## src/rtl/pow2_outdiv_pkg.sv

```systemverilog
package pow2_outdiv_pkg;

    // Output gate states
    typedef enum logic [0:0] {
        GATE_PARKED  = 1'b0,
        GATE_RUNNING = 1'b1
    } gate_state_e;

    // Ratio update states: idle or a ratio waiting for the terminal count
    typedef enum logic [0:0] {
        RATIO_STEADY  = 1'b0,
        RATIO_PENDING = 1'b1
    } ratio_state_e;

endpackage

```

## src/rtl/pow2_outdiv_sync.sv

```systemverilog
module pow2_outdiv_sync #(
    parameter int STAGES = 2
) (
    input  logic clk,
    input  logic rst_n,
    input  logic d_async,
    output logic q_sync
);

    logic [STAGES-1:0] chain_q;

    generate
        if (STAGES == 1) begin : g_single
            always_ff @(posedge clk) begin
                if (!rst_n) chain_q <= '0;
                else        chain_q <= d_async;
            end
        end else begin : g_multi
            always_ff @(posedge clk) begin
                if (!rst_n) chain_q <= '0;
                else        chain_q <= {chain_q[STAGES-2:0], d_async};
            end
        end
    endgenerate

    assign q_sync = chain_q[STAGES-1];

endmodule

```

## src/rtl/pow2_outdiv_ratio.sv

```systemverilog
module pow2_outdiv_ratio
    import pow2_outdiv_pkg::*;
#(
    parameter int MAX_SHIFT = 5,
    parameter int CODE_W    = 3,
    parameter int SH_W      = $clog2(MAX_SHIFT + 1)
) (
    input  logic              clk,
    input  logic              rst_n,
    input  logic [CODE_W-1:0] ratio_code,
    output logic              term_cnt,
    output logic              phase_hi
);

    localparam int CNT_W = MAX_SHIFT;

    ratio_state_e     rstate_q, rstate_d;
    logic [SH_W-1:0]  shift_q,  shift_d;
    logic [SH_W-1:0]  pend_q,   pend_d;
    logic [CNT_W-1:0] cnt_q,    cnt_d;
    logic [CNT_W-1:0] cnt_mask;
    logic [CNT_W-1:0] top_bit;
    logic             code_ok;

    assign code_ok = (int'(ratio_code) >= 1) && (int'(ratio_code) <= MAX_SHIFT);

    // Mask of the active counter bits and the bit that marks the high half
    always_comb begin
        for (int i = 0; i < CNT_W; i++) begin
            cnt_mask[i] = (i < int'(shift_q));
            top_bit[i]  = (i == int'(shift_q) - 1);
        end
    end

    assign term_cnt = (cnt_q == cnt_mask);
    assign phase_hi = |(cnt_q & top_bit);

    // State register
    always_ff @(posedge clk) begin
        if (!rst_n) begin
            rstate_q <= RATIO_STEADY;
            shift_q  <= SH_W'(1);
            pend_q   <= SH_W'(1);
            cnt_q    <= '0;
        end else begin
            rstate_q <= rstate_d;
            shift_q  <= shift_d;
            pend_q   <= pend_d;
            cnt_q    <= cnt_d;
        end
    end

    // Next-state logic
    always_comb begin
        rstate_d = rstate_q;
        shift_d  = shift_q;
        pend_d   = pend_q;
        cnt_d    = term_cnt ? '0 : cnt_q + 1'b1;
        unique case (rstate_q)
            RATIO_STEADY: begin
                if (code_ok && (SH_W'(ratio_code) != shift_q)) begin
                    pend_d   = SH_W'(ratio_code);
                    rstate_d = RATIO_PENDING;
                end
            end
            RATIO_PENDING: begin
                if (term_cnt) begin
                    shift_d  = pend_q;
                    rstate_d = RATIO_STEADY;
                end
                if (code_ok) pend_d = SH_W'(ratio_code);
            end
        endcase
    end


    shift_range_chk: assert property (@(posedge clk) disable iff (!rst_n)
        (int'(shift_q) >= 1) && (int'(shift_q) <= MAX_SHIFT));


    ratio_at_tc_chk: assert property (@(posedge clk) disable iff (!rst_n)
        (shift_q != $past(shift_q)) |-> $past(term_cnt));


    cnt_bound_chk: assert property (@(posedge clk) disable iff (!rst_n)
        (cnt_q & ~cnt_mask) == '0);

endmodule

```

## src/rtl/pow2_outdiv_gate.sv

```systemverilog
module pow2_outdiv_gate
    import pow2_outdiv_pkg::*;
(
    input  logic clk,
    input  logic rst_n,
    input  logic en_sync,
    input  logic term_cnt,
    input  logic phase_hi,
    output logic out_p,
    output logic out_n
);

    gate_state_e state_q, state_d;

    // State register
    always_ff @(posedge clk) begin
        if (!rst_n) state_q <= GATE_PARKED;
        else        state_q <= state_d;
    end

    // Transitions ARM and PARK, only at the terminal count
    always_comb begin
        state_d = state_q;
        unique case (state_q)
            GATE_PARKED:  if (term_cnt && en_sync)  state_d = GATE_RUNNING;
            GATE_RUNNING: if (term_cnt && !en_sync) state_d = GATE_PARKED;
        endcase
    end

    // Registered outputs
    always_ff @(posedge clk) begin
        if (!rst_n) begin
            out_p <= 1'b0;
            out_n <= 1'b1;
        end else begin
            unique case (state_q)
                GATE_PARKED: begin
                    out_p <= 1'b0;
                    out_n <= 1'b1;
                end
                GATE_RUNNING: begin
                    out_p <= phase_hi;
                    out_n <= !phase_hi;
                end
            endcase
        end
    end


    gate_at_tc_chk: assert property (@(posedge clk) disable iff (!rst_n)
        (state_q != $past(state_q)) |-> $past(term_cnt));


    pair_compl_chk: assert property (@(posedge clk) disable iff (!rst_n)
        out_n == !out_p);


    parked_low_chk: assert property (@(posedge clk) disable iff (!rst_n)
        (state_q == GATE_PARKED) |=> !out_p);


    arm_low_chk: assert property (@(posedge clk) disable iff (!rst_n)
        ($past(state_q) == GATE_PARKED && state_q == GATE_RUNNING) |=> !out_p);

endmodule

```

## src/rtl/pow2_outdiv.sv

```systemverilog
module pow2_outdiv #(
    parameter int MAX_SHIFT   = 5,
    parameter int CODE_W      = 3,
    parameter int SYNC_STAGES = 2
) (
    input  logic              clk_vco,
    input  logic              rst_n,
    input  logic              enable_async,
    input  logic [CODE_W-1:0] ratio_code,
    output logic              clk_out_p,
    output logic              clk_out_n
);

    localparam int SH_W = $clog2(MAX_SHIFT + 1);

    logic en_sync;
    logic term_cnt;
    logic phase_hi;

    pow2_outdiv_sync #(
        .STAGES (SYNC_STAGES)
    ) u_sync (
        .clk     (clk_vco),
        .rst_n   (rst_n),
        .d_async (enable_async),
        .q_sync  (en_sync)
    );

    pow2_outdiv_ratio #(
        .MAX_SHIFT (MAX_SHIFT),
        .CODE_W    (CODE_W),
        .SH_W      (SH_W)
    ) u_ratio (
        .clk        (clk_vco),
        .rst_n      (rst_n),
        .ratio_code (ratio_code),
        .term_cnt   (term_cnt),
        .phase_hi   (phase_hi)
    );

    pow2_outdiv_gate u_gate (
        .clk      (clk_vco),
        .rst_n    (rst_n),
        .en_sync  (en_sync),
        .term_cnt (term_cnt),
        .phase_hi (phase_hi),
        .out_p    (clk_out_p),
        .out_n    (clk_out_n)
    );

endmodule

```

## config.mk

```make
export PLATFORM = sky130hd
export DESIGN_NAME = pow2_outdiv
export DESIGN_NICKNAME = d
export VERILOG_FILES = /design/src/rtl/pow2_outdiv_pkg.sv /design/src/rtl/pow2_outdiv_sync.sv /design/src/rtl/pow2_outdiv_ratio.sv /design/src/rtl/pow2_outdiv_gate.sv /design/src/rtl/pow2_outdiv.sv
export SDC_FILE = /design/constraint.sdc
export NUM_CORES = 1
export LEC_CHECK = 0
export ABC_AREA = 1
export BUFFER_PORTS_ARGS = -buffer_cell sky130_fd_sc_hd__buf_4
export CAP_MARGIN = 20
export CORE_MARGIN = 3
export CORE_UTILIZATION = 44
export DETAILED_ROUTE_END_ITERATION = 10
export GPL_ROUTABILITY_DRIVEN = 0
export GPL_TIMING_DRIVEN = 1
export SYNTH_ARGS = -nofsm -noshare
export SYNTH_HDL_FRONTEND = slang
export SYNTH_HIERARCHICAL = 1
export SYNTH_SLANG_ARGS = --single-unit
export TNS_END_PERCENT = 1
```

## constraint.sdc

```tcl
create_clock -name clk_vco -period 3 [get_ports clk_vco]
set_input_delay 0.3 -clock clk_vco [delete_from_list [all_inputs] [get_ports clk_vco]]
set_output_delay 0.3 -clock clk_vco [all_outputs]
set_load 0.005 [all_outputs]
```

# After elaboration in Yosys (flattened, before gate mapping)
# Cells that the tools add are included.
# word_totals
register_bits	17
in_bits	6
output_inout_bits	2
wordCells	51
# op_classes
n_addsub	2
magnitude_cmp	7
n_eq_ne	8
muxes	11
bitwise	4
reduce_logical	11
# ops
operator	count
$eq 3x32->1 const A	2
$eq 2x32->1 const A	1
$eq 4x32->1 const A	1
$logic_not 32->1	1
$pmux 1 s2	4
$lt 1x3->1 const A	2
$lt 2x3->1 const A	2
$mux 3	2
$pmux 3 s2	1
$add 5x1->5 const B	1
$and 5x5->5	1
$eq 5x5->1	1
$reduce_or 5->1	1
$logic_and 1x1->1	4
$mux 1	4
$reduce_and 2->1	2
$sub 3x1->4 const B	1
$ge 3x1->1 const B	1
$le 3x3->1 const B	1
$lt 3x3->1 const A	1
$ne 3x3->1	1
$not 1->1	3
$logic_not 1->1	2
$ne 2x1->1 const B	1
other kinds (2)	2

# Longest topological paths before layout
# depth
ltp_word	6
mapped_depth	12
depth_no_buf	11

# By module
# The synthesis kept the hierarchy.
# by_module_without_submodules
mod	n_inst	cells_per_inst	area_per_inst_um2	seq_area_each_um2
pow2_outdiv_ratio	1	101	691.9	240.2
pow2_outdiv_gate	1	10	87.6	60.1
pow2_outdiv_sync	1	6	55.1	40.0

# Least setup slack after synthesis
# No wires, ideal clock.
# synth_timing
kind	register to register
start	reg u_ratio.shift_q[2]
end	reg (tool-made name)
setup_ns	0.113
t_arrival_ns	1.139
slack_ns	1.749
stages_incl_launch_ff	12
cell_sequence	dfxtp_1 > buf_4 > a21oi_1 > inv_1 > nand2_1 > nand2_1 > nor2_4 > nand2_1 > inv_1 > nand2_1 > nand2_1 > nor2_1
# synth_lines
item	line	text
start, declared	pow2_outdiv_ratio.sv:18	logic [SH_W-1:0] shift_q, shift_d;
start signal, assigned	pow2_outdiv_ratio.sv:47	shift_q <= shift_d;

# Final worst setup path
# layout_timing
start	reg u_ratio.shift_q[2]
end	reg u_ratio.cnt_q[2]
# layout_between
elab_chain_len	3
# layout_lines
item	line	text
$lt 1x3->1, or another cell as far along	pow2_outdiv_ratio.sv:30	cnt_mask[i] = (i < int'(shift_q));
$eq 5x5->1 *	pow2_outdiv_ratio.sv:35	assign term_cnt = (cnt_q == cnt_mask);
$reduce_or 2->1 (no line) *	n/a	
end signal, assigned	pow2_outdiv_ratio.sv:49	cnt_q <= cnt_d;
end, declared	pow2_outdiv_ratio.sv:20	logic [CNT_W-1:0] cnt_q, cnt_d;
# Every way passes the cells marked *; elsewhere a longest branch is shown, timed or not.
# A chain may end at the register's enable or synchronous reset.

==> results by group <==
Run status
  – Status: completed

Synthesis
  – FFs w/ async S/R, synth: 0%
  – Largest cells by area after synthesis: dfxtp_1 41%, nand2_1 13%, inv_1 8.5%
  – Synthesized area: 834.6 µm²
  – Avg Cell Area, Syn: 7.133 µm²
  – #FFs+latches synth: 17
  – Synth cell count leaders: 29 x nand2_1, 19 x inv_1, 17 x dfxtp_1, 11 x nor2_1, 9 x nand3_1
  – Top-count cell post-synth: nand2_1
  – Post-synth top area share: 40.78%
  – Ys flop type: dfxtp_1
  – Sequential-to-total area share from yosys stat: 40.78%
  – Largest area contributor in the netlist: dfxtp_1
  – Post-synth cell types: 21
  – Cell count after synthesis: 117
  – Syn Nets: 124
  – Total number of yosys warnings: 6
  – Post-synth EDFFs: 0

Clock network
  – Cts repair resizes: 0
  – Total setup buffers inserted after CTS: 0
  – H-tree depth: 1
  – Root buffer cell: clkbuf_4
  – CTS Sinks: 17
  – CTS Buf Count: 3
  – Clk slew on worst S/H paths: 100 ps
  – Clk buf depth: 2
  – CTS Hold Bufs: 0
  – CTS tree: yes
  – Worst skew pair latency: 290 ps

Final layout
  – Layout Nets: 135
  – Diodes inserted: 0
  – Share of cells above drive strength 1: 14.96%
  – Post-layout util: 53.12%
  – Synthesis-to-finish area growth: 12.29%

Place
  – Pre-CTS WS: 1502 ps
  – Input/output buffers: 7
  – Post-DP HPWL: 1.160 mm

GRT
  – Total grt overflow: 0
  – Initial antenna violation count: 0
  – Via count of the first global-routing pass: 668
  – First-pass GRT wire length: 2.808 mm
  – Global Route Usage Sum: 15.05%
  – Pin count of the biggest net entering global routing: 13

Routing
  – DRT Pass-1 Iters: 4
  – Detail Route Antenna Nets: 0
  – Final WL: 1.582 mm
  – Drt first-iter violations: 22
  – Vias: 724
  – Via/cell ratio: 4.763
  – WL per Instance: 10.41 µm
  – Post-route DRC: 0

Setup path
  – CP startpoint: u_ratio/shift_q[2]
  – CP Data Arrival Time: 1710 ps
  – CP Cell Sequence: inv_1 -> nand2_1 -> nand2_1 -> nand2_1 -> nand3_2 -> nor2_4 -> nand2_1 -> nand2_1 -> a21oi_1
  – Startpoint Class: register
  – Most frequent CP cell: nand2_1
  – Max stage delay on crit path: 530 ps
  – R2r setup slk: 1470 ps
  – Critical path's slowest cell: dfxtp_1
  – Critical path class: reg -> reg
  – Delay-heaviest family, CP: simple AND/OR/NAND/NOR gates
  – R2R Path Start: u_ratio/shift_q[2]
  – Buf/Inv on CP: 1
  – Crit-path max FO: 10
  – Endpoint class of the critical path: register
  – Crit path required time: 3180 ps

Power and ir drop
  – P_int: 447.9 µW
  – Comb pwr share: 42.0%
  – Psw: 344.5 µW
  – Switching Fraction: 43.48%
  – Max VDD drop: 0.0004353 V
  – Pwr per Cell Area: 845.6 nW/µm²
  – Share of total power in the clock network: 15.3%
  – Sequential share of power: 42.6%
  – Lkg Pwr: 0.4548 nW

Timing
  – Worst hold slack: 183.1 ps
  – Slew Limit Fails: 0
  – Tmin final: 1531 ps
  – Setup WS post-layout: 1469 ps
  – Worst-Margin Slew: 336.8 ps
  – Part of the cycle the worst path needs: 51.03%
  – Final setup fails: 0
  – RSZ-0062 raised after global routing: no
  – Final Skew: 3.655 ps
  – Fin. Hold Viols: 0
  – Fmax: 653.2 MHz
  – Final TNS setup: 0 ps
  – Slew headroom: 77.52%

Floorplanning
  – I/O pin count: 8
  – Placement Rows: 15
  – Core ar.: 1764 µm²
  – Die width: 49.55 µm
  – Die H: 49.55 µm
  – Initial core utilization: 47.30%
  – Die Area: 2455 µm²

Run
  – Max-cap viol count: 0

Hold path
  – Hold Path Origin: enable_async
  – Hold Crit Class: in -> reg
-- state kept, by name, summed over array words and instances (netlist names), named ones only --
name	count
u_gate/out_p	1
u_ratio/pend_q	3
u_ratio/rstate_q	1
u_ratio/cnt_q	5
u_sync/chain_q	2
u_ratio/shift_q	3
u_gate/out_n	1
-- kinds of logic (layout without fill, tap and decap cells) --
group / after synthesis / count (layout) / share of synthesized area, %
AO/OA/AOI/OAI: 8 / 8 / 5.096
XOR/XNOR: 6 / 6 / 7.198
adder cells (fa/ha/maj): 1 / 1 / 1.499
buffers and inverters: 22 / 32 / 10.35
flip-flops: 17 / 17 / 40.78
AND/OR/NAND/NOR: 63 / 63 / 35.08
-- path summary, 6_finish.rpt --
path	depth (start not counted)	endpoint
setup / recovery	9	u_ratio/cnt_q[2]
hold / removal	3	u_sync/chain_q[0]
setup reg to reg	9	u_ratio/cnt_q[2]
hold reg to reg	2	u_sync/chain_q[1]
-- metal layers --
| layer | track usage, % | share of wire (%) | up-vias |
|---|---|---|---|
| met3 | 3.625 | 4.7 | 4 |
| li1 | - | - | 388 |
| met2 | 22.47 | 42 | 23 |
| met5 | 0 | 0 | - |
| met1 | 19.18 | 52 | 309 |
| met4 | 9.677 | 1.7 | 0 |
-- layout make-up --
cell class                      instances  area (µm²)
Multi-Input combinational cell         78       407.9
Inverter                               21       78.83
Timing Repair Buffer                    7       52.55
Fill cell                             187       827.0
Clock buffer                            4       26.28
Tap cell                               25       31.28
Sequential cell                        17       340.3
-- power groups by stage --
stage	Clock [mW]	Sequential, mW	Combinational [mW]
after floorplan	0	0.316	0.289
after global placement	0	0.341	0.324
after detailed placement	0	0.342	0.329
after CTS	0.128	0.337	0.332
after global routing	0.134	0.347	0.388
final	0.121	0.338	0.333
-- worst register-to-register path: cells and delay by family (launching register included) --
family                 cells  cell delay, ps
AO/OA/AOI/OAI              1              70
buffers and inverters      1             120
flip-flops                 1             530
AND/OR/NAND/NOR            7             700
-- placed cells by master, fill, tap and decap left out, types with 2 or more instances in the layout --
master     n
nor3_1     2
buf_4      7
xnor2_1    3
nand3_2    2
nor2_2     2
nor2_1    11
nand4_1    6
inv_2      2
inv_1     19
xor2_1     2
dfxtp_1   17
clkbuf_4   3
o21ai_0    3
nand3_1    9
nand2_1   29
a21oi_1    3
-- stage by stage --
stage / area (µm²) / total power [mW] / instances
after global routing: 937.1 / 0.8689 / 152
after floorplan: 834.6 / 0.6043 / 117
after global placement: 910.9 / 0.6652 / 148
after CTS: 937.1 / 0.7972 / 152
final: 937.1 / 0.7925 / 152
after detailed placement: 910.9 / 0.6711 / 148
No activity file was read; power rests on OpenSTA's default activity.
